===== config.mk =====
export PLATFORM = sky130hd
export DESIGN_NAME = sdram_init_seq
export DESIGN_NICKNAME = d
export VERILOG_FILES = /design/src/rtl/sdram_init_pkg.sv /design/src/rtl/sdram_init_rom.sv /design/src/rtl/sdram_init_timer.sv /design/src/rtl/sdram_init_issue.sv /design/src/rtl/sdram_init_seq.sv
export SDC_FILE = /design/constraint.sdc
export NUM_CORES = 1
export LEC_CHECK = 0
export BUFFER_PORTS_ARGS = -buffer_cell sky130_fd_sc_hd__buf_2
export CAP_MARGIN = 5
export CORE_ASPECT_RATIO = 0.8
export CORE_UTILIZATION = 34
export CTS_CLUSTER_DIAMETER = 100
export DETAILED_ROUTE_END_ITERATION = 6
export GPL_TIMING_DRIVEN = 0
export PLACE_DENSITY_LB_ADDON = 0.05
export SLEW_MARGIN = 10
export SYNTH_ARGS = -nofsm -noshare
export SYNTH_HDL_FRONTEND = slang
export SYNTH_SLANG_ARGS = --single-unit

===== constraint.sdc =====
create_clock -name clk -period 2.7 [get_ports clk]
set_input_delay 0.405 -clock clk [delete_from_list [all_inputs] [get_ports clk]]
set_output_delay 0.405 -clock clk [all_outputs]
set_load 0.02 [all_outputs]

===== src/rtl/sdram_init_pkg.sv =====
package sdram_init_pkg;

  localparam int MEM_SDR   = 0;
  localparam int MEM_DDR   = 1;
  localparam int MEM_LPDDR = 2;
  localparam int MEM_DDR2  = 3;

  localparam int MAX_STEPS = 12;

  typedef enum logic [1:0] {
    OP_CTRL = 2'd0,
    OP_PREA = 2'd1,
    OP_LMR  = 2'd2,
    OP_AREF = 2'd3
  } op_e;

  typedef enum logic [1:0] {
    WT_NONE = 2'd0,
    WT_CKE  = 2'd1,
    WT_LMR  = 2'd2,
    WT_AREF = 2'd3
  } wait_e;

  typedef struct packed {
    op_e         op;
    logic [15:0] addr;
    logic [2:0]  bank;
    wait_e       wsel;
  } step_t;

  // number of extended register writes ahead of the DLL-reset load
  function automatic int ext_count(int mt);
    if (mt == MEM_SDR)  return 0;
    if (mt == MEM_DDR2) return 3;
    return 1;
  endfunction

  function automatic int step_count(int mt);
    return 7 + ext_count(mt) + ((mt == MEM_DDR2) ? 2 : 0);
  endfunction

  function automatic int burst_len(int mt, int phases);
    return (mt == MEM_SDR) ? phases : 2 * phases;
  endfunction

  function automatic logic [15:0] mode_word(int mt, int cl, int phases);
    int bl;
    int lg;
    logic [15:0] w;
    bl = burst_len(mt, phases);
    lg = 0;
    for (int b = 0; b < 16; b++) begin
      if ((1 << b) == bl) lg = b;
    end
    w = 16'(lg) + 16'(cl << 4);
    if (mt == MEM_DDR2) w = w + 16'(2 << 9);
    return w;
  endfunction

  function automatic step_t step_lookup(int mt, int idx, logic [15:0] mr);
    step_t s;
    int    ne;
    int    k;
    ne = ext_count(mt);
    s.op   = OP_CTRL;
    s.addr = 16'h0000;
    s.bank = 3'd0;
    s.wsel = WT_NONE;
    if (idx == 0) begin
      s.wsel = WT_CKE;
    end else if (idx == 1) begin
      s.op   = OP_PREA;
      s.addr = 16'h0400;
    end else if (idx < 2 + ne) begin
      s.op = OP_LMR;
      if (mt == MEM_LPDDR)    s.bank = 3'd2;
      else if (mt == MEM_DDR) s.bank = 3'd1;
      else                    s.bank = 3'(3 - (idx - 2));
    end else begin
      k = idx - 2 - ne;
      case (k)
        0: begin
          s.op   = OP_LMR;
          s.addr = mr | 16'h0100;
          s.wsel = WT_LMR;
        end
        1: begin
          s.op   = OP_PREA;
          s.addr = 16'h0400;
        end
        2, 3: begin
          s.op   = OP_AREF;
          s.wsel = WT_AREF;
        end
        4: begin
          s.op   = OP_LMR;
          s.addr = mr;
          s.wsel = WT_LMR;
        end
        5: begin
          s.op   = OP_LMR;
          s.addr = 16'h0380;
          s.bank = 3'd1;
        end
        default: begin
          s.op   = OP_LMR;
          s.bank = 3'd1;
        end
      endcase
    end
    return s;
  endfunction

endpackage


===== src/rtl/sdram_init_rom.sv =====
module sdram_init_rom
  import sdram_init_pkg::*;
#(
  parameter int MEM_TYPE = MEM_DDR2,
  parameter int CAS_LAT  = 3,
  parameter int N_PHASES = 2,
  parameter int ADDR_W   = 14,
  parameter int IDX_W    = 4
) (
  input  logic [IDX_W-1:0] idx,
  output step_t            step,
  output logic             at_end
);

  localparam int          NSTEPS  = step_count(MEM_TYPE);
  localparam logic [15:0] MR_WORD = mode_word(MEM_TYPE, CAS_LAT, N_PHASES);

  generate
    if (MEM_TYPE < MEM_SDR || MEM_TYPE > MEM_DDR2) begin : g_bad_type
      $error("sdram_init_rom: unsupported memory family selector");
    end
    if (N_PHASES < 1 || (N_PHASES & (N_PHASES - 1)) != 0) begin : g_bad_phases
      $error("sdram_init_rom: phase count must be a power of two");
    end
    if (ADDR_W < 11 || ADDR_W > 16) begin : g_bad_addr
      $error("sdram_init_rom: address width must lie in 11..16");
    end
  endgenerate

  always_comb begin
    step   = step_lookup(MEM_TYPE, int'(idx), MR_WORD);
    at_end = (int'(idx) == NSTEPS);
  end

endmodule


===== src/rtl/sdram_init_timer.sv =====
module sdram_init_timer #(
  parameter int CNT_W = 15
) (
  input  logic             clk,
  input  logic             rst_n,
  input  logic             load,
  input  logic [CNT_W-1:0] load_val,
  output logic             expired
);

  logic [CNT_W-1:0] cnt_q;

  always_ff @(posedge clk or negedge rst_n) begin
    if (!rst_n) begin
      cnt_q <= '0;
    end else if (load) begin
      cnt_q <= load_val;
    end else if (cnt_q != '0) begin
      cnt_q <= cnt_q - 1'b1;
    end
  end

  assign expired = (cnt_q == '0);

endmodule


===== src/rtl/sdram_init_issue.sv =====
module sdram_init_issue
  import sdram_init_pkg::*;
#(
  parameter int ADDR_W = 14,
  parameter int BA_W   = 3
) (
  input  logic              clk,
  input  logic              rst_n,
  input  logic              fire,
  input  step_t             step,
  output logic [ADDR_W-1:0] addr_o,
  output logic [BA_W-1:0]   bank_o,
  output logic              cs_o,
  output logic              ras_o,
  output logic              cas_o,
  output logic              we_o,
  output logic              strobe_o,
  output logic              cke_o,
  output logic              odt_o,
  output logic              rstn_o
);

  logic cmd_fire;
  logic ctl_fire;

  assign cmd_fire = fire && (step.op != OP_CTRL);
  assign ctl_fire = fire && (step.op == OP_CTRL);

  always_ff @(posedge clk or negedge rst_n) begin
    if (!rst_n) begin
      addr_o   <= '0;
      bank_o   <= '0;
      cs_o     <= 1'b0;
      ras_o    <= 1'b0;
      cas_o    <= 1'b0;
      we_o     <= 1'b0;
      strobe_o <= 1'b0;
    end else if (cmd_fire) begin
      addr_o   <= step.addr[ADDR_W-1:0];
      bank_o   <= BA_W'(step.bank);
      strobe_o <= 1'b1;
      cs_o     <= 1'b1;
      ras_o    <= 1'b1;
      cas_o    <= (step.op == OP_LMR) || (step.op == OP_AREF);
      we_o     <= (step.op == OP_LMR) || (step.op == OP_PREA);
    end else begin
      addr_o   <= '0;
      bank_o   <= '0;
      strobe_o <= 1'b0;
      cs_o     <= 1'b0;
      ras_o    <= 1'b0;
      cas_o    <= 1'b0;
      we_o     <= 1'b0;
    end
  end

  always_ff @(posedge clk or negedge rst_n) begin
    if (!rst_n) begin
      cke_o  <= 1'b0;
      odt_o  <= 1'b0;
      rstn_o <= 1'b0;
    end else if (ctl_fire) begin
      cke_o  <= 1'b1;
      odt_o  <= 1'b1;
      rstn_o <= 1'b1;
    end
  end

endmodule


===== src/rtl/sdram_init_seq.sv =====
module sdram_init_seq
  import sdram_init_pkg::*;
#(
  parameter int MEM_TYPE  = MEM_DDR2,
  parameter int CAS_LAT   = 3,
  parameter int N_PHASES  = 2,
  parameter int ADDR_W    = 14,
  parameter int BA_W      = 3,
  parameter int CKE_WAIT  = 20000,
  parameter int LMR_WAIT  = 200,
  parameter int AREF_WAIT = 4
) (
  input  logic              clk,
  input  logic              rst_n,
  output logic [ADDR_W-1:0] dfi_address,
  output logic [BA_W-1:0]   dfi_bank,
  output logic              dfi_cs,
  output logic              dfi_ras,
  output logic              dfi_cas,
  output logic              dfi_we,
  output logic              cmd_issue,
  output logic              ctl_cke,
  output logic              ctl_odt,
  output logic              ctl_reset_n,
  output logic              init_done
);

  localparam int IDX_W    = $clog2(MAX_STEPS + 1);
  localparam int MAX_WAIT = (CKE_WAIT > LMR_WAIT)
                          ? ((CKE_WAIT > AREF_WAIT) ? CKE_WAIT : AREF_WAIT)
                          : ((LMR_WAIT > AREF_WAIT) ? LMR_WAIT : AREF_WAIT);
  localparam int CNT_W    = (MAX_WAIT < 1) ? 1 : $clog2(MAX_WAIT + 1);

  logic [IDX_W-1:0] idx_q;
  logic             done_q;
  step_t            cur_step;
  logic             at_end;
  logic             expired;
  logic             go;
  logic             fire;
  logic [CNT_W-1:0] wait_val;

  sdram_init_rom #(
    .MEM_TYPE (MEM_TYPE),
    .CAS_LAT  (CAS_LAT),
    .N_PHASES (N_PHASES),
    .ADDR_W   (ADDR_W),
    .IDX_W    (IDX_W)
  ) u_rom (
    .idx    (idx_q),
    .step   (cur_step),
    .at_end (at_end)
  );

  assign go   = expired && !done_q;
  assign fire = go && !at_end;

  always_comb begin
    unique case (cur_step.wsel)
      WT_CKE:  wait_val = CNT_W'(CKE_WAIT);
      WT_LMR:  wait_val = CNT_W'(LMR_WAIT);
      WT_AREF: wait_val = CNT_W'(AREF_WAIT);
      default: wait_val = '0;
    endcase
  end

  sdram_init_timer #(
    .CNT_W (CNT_W)
  ) u_timer (
    .clk      (clk),
    .rst_n    (rst_n),
    .load     (fire),
    .load_val (wait_val),
    .expired  (expired)
  );

  always_ff @(posedge clk or negedge rst_n) begin
    if (!rst_n) begin
      idx_q  <= '0;
      done_q <= 1'b0;
    end else if (go) begin
      if (at_end) done_q <= 1'b1;
      else        idx_q  <= idx_q + 1'b1;
    end
  end

  sdram_init_issue #(
    .ADDR_W (ADDR_W),
    .BA_W   (BA_W)
  ) u_issue (
    .clk      (clk),
    .rst_n    (rst_n),
    .fire     (fire),
    .step     (cur_step),
    .addr_o   (dfi_address),
    .bank_o   (dfi_bank),
    .cs_o     (dfi_cs),
    .ras_o    (dfi_ras),
    .cas_o    (dfi_cas),
    .we_o     (dfi_we),
    .strobe_o (cmd_issue),
    .cke_o    (ctl_cke),
    .odt_o    (ctl_odt),
    .rstn_o   (ctl_reset_n)
  );

  assign init_done = done_q;

endmodule


==> metrics <==
Yosys cell types 50; async set-or-reset flop fraction in the synthesized netlist 100.0%; Seq/Total Area, Yosys 40.29%; RePlAce Congestion 0.7964; area of all sequential standard cells 775.7 µm²; hpwl dp 3.042 mm; Yosys top cell area share 40.29%; RSZ-0062 raised after global routing no; Area growth syn-to-layout 28.72%; Worst IR Drop VDD 0.2247 mV; GR Overflow Total 0; initial detailed-routing violation count 82; Worst Tran Pin Value 0.7155 ns; TritonCTS clock tree done; WP data required 2.87 ns; Die ar. 5970 µm²; hold_buf cts 0; synthesis-stage register bit count 31; DR pass1 iterations 4; Flop pwr share 48.0%; initial antenna violation count 0; area of the multi-input gates 1132 µm²; WHS 0.1637 ns; # fillers 540; Hold WC Path Type in2async; height of the die 69.31 µm; Starting Density 35.23%; Clock Sinks 31; Max Freq 0.3979 GHz; core area 5465 µm²; cell area after synthesis 1926 µm²; area leader, netlist dfrtp_1; P_sw 197.9 µW; H-Tree Depth 2; post-route antenna net violation count 0; vias 1505; Final min period 2.513 ns; Pleak 1.068 nW; Crit Path Class reg2reg; CP Launch Type flop; Final Cycle Share 93.08%; Switching Share 20.45%; number of global-route vias before repair 1472; total CTS buffers 5; Site Rows 24; DR WL/cell 13.44 µm; Worst setup EP type flop; largest net degree at the start of global routing 32; Via density 4.793; final setup TNS 0 ns; Mean Syn Cell Area 10.03 µm²; gr usage total 16.29%; CTS Root Cell clkbuf_8; WP data arrival 2.68 ns; CP max stage cell nor3_1; Critical Path, Cell by Cell inv_1, ha_1, nor3b_1, nand4_1, nor3_1, mux2_2; share of layout cells above drive strength 1 36.44%; status completed; synthesized instance count 192; first-pass GRT wire length 7.486 mm; Clock Skew 0.005604 ns; Largest stage delay, worst path 0.53 ns; Synth area leaders dfrtp_1 (40%), ha_1 (8.4%), xnor2_1 (5.9%); n_diodes 0; P per Cell Area 390.5 nW/µm²; internal power 770.0 µW; Die X 86.14 µm; # setup viols final 0; worst rel slew slack 52.12%; final max-slew violation count 0; DRC 0; Clk network pwr share 49.4%; Clk Latency, worst-skew pair 0.28 ns; Post-synth EDFFs 0; Crit Path Max Fanout 5; Max Root-Sink Buffers 2; Comb power frac 2.7%; port bufs 20; I/O Pins 28; fin util 45.35%; nets@finish 250; Post-synth top flop dfrtp_1; clock slew at reported path FFs 0.07 ns; DRT Wirelength 4.221 mm; Max Cap Viol 0; Synth Warn # 0; final-report hold violation count 0
synth_stat cells, drive strengths merged, types with 2 or more instances:
library cell   n
dfrtp         31
buf           15
nor2          15
ha            13
xnor2         13
nor3          12
o21ai         10
inv            8
nor4           7
nand2          5
or4            5
a21oi          4
clkbuf         4
mux2i          4
nand3          4
or2            4
and2           3
xor2           3
a21boi         2
and4           2
mux2           2
nor3b          2
o211ai         2
or3            2
or3b           2
cell families after synthesis:
kind of cell,after synthesis,synth area share (%)
multiplexers,6,3.249
AND/OR/NAND/NOR,67,21.18
buffers and inverters,27,8.187
AO/OA/AOI/OAI,31,11.18
adder cells (fa/ha/maj),13,8.447
flip-flops,31,40.29
other,1,0.1947
XOR/XNOR,16,7.278
repair_timing:
| item | 4_1_cts | 5_1_grt |
|---|---|---|
| gates resized for setup | 16 | 11 |
| setup endpoints to repair | 10 | 10 |
| buffers inserted | 4 | 8 |
| pin swaps | 4 | 3 |
layout by cell type, fill, tap and decap left out, types with 7 or more instances in the layout:
cell and count:
conb_1 7, nor3_1 12, buf_2 20, buf_4 26, nor2_1 14, ha_1 11
dfrtp_1 31, xnor2_1 10, o21ai_0 8
final cells by class:
cell class | instances | share of cell area [%]
clock buffer | 6 | 3.332
inverter | 8 | 1.212
sequential | 31 | 31.30
multi-input combinational | 140 | 45.68
timing repair buffer | 32 | 7.673
buffer | 17 | 5.452
clock inverter | 2 | 1.413
tap | 78 | 3.937
flip-flops by register name (all words and copies together), names as in the netlist:
name / flops
u_issue.cs_o: 1
u_issue.we_o: 1
u_timer.cnt_q: 15
u_issue.bank_o: 3
init_done: 1
idx_q: 4
u_issue.cke_o: 1
u_issue.addr_o: 4
u_issue.cas_o: 1
worst paths after layout:
kind	depth (start not counted)	start	to	slack (ns)
max	6	u_timer.cnt_q[0]	idx_q[1]	0.19
min	1	rst_n	u_timer.cnt_q[4]	0.16
max reg2reg	6	u_timer.cnt_q[0]	idx_q[1]	0.19
min reg2reg	1	u_issue.cke_o	u_issue.cke_o	0.51
max in group asynchronous	1	rst_n	idx_q[3]	2.08
min in group clk	1	u_issue.cke_o	u_issue.cke_o	0.51
stage by stage:
step                      std cells  cell area, µm²  power (mW)  setup slack (ns)
after floorplan                 198            1949      0.4894           0.03275
after global placement          296            2147      0.4995           -0.3637
after detailed placement        296            2147      0.4999           -0.4588
after CTS                       307            2361      0.9867           0.01693
after global routing            314            2479       1.007          0.008238
final                           314            2479      0.9680            0.1870
per-layer routing:
metal / up-vias / part of all wire, % / GRT usage [%]
li1: 746 / - / -
met1: 715 / 51 / 24.53
met2: 40 / 43 / 22.75
met3: 4 / 5.0 / 4.048
met4: 0 / 0.69 / 5.000
met5: - / 0 / 0
critical path, delay by kind of cell, from the launching register on:
kind / cells / cell delay, ns
muxes: 1 / 0.39
adders and majority gates: 1 / 0.19
DFF: 1 / 0.42
and+or+nand+nor: 3 / 1.32
buffers and inverters: 1 / 0.07
power by group through the flow:
stage	sequential, mW	clock (mW)	combinational [mW]
detailed placement	0.473	0	0.0268
global placement	0.473	0	0.0264
global route	0.464	0.514	0.0292
finish	0.464	0.478	0.0259
floorplan	0.473	0	0.0162
CTS	0.464	0.496	0.0267
(Power assumes the default switching activity.)
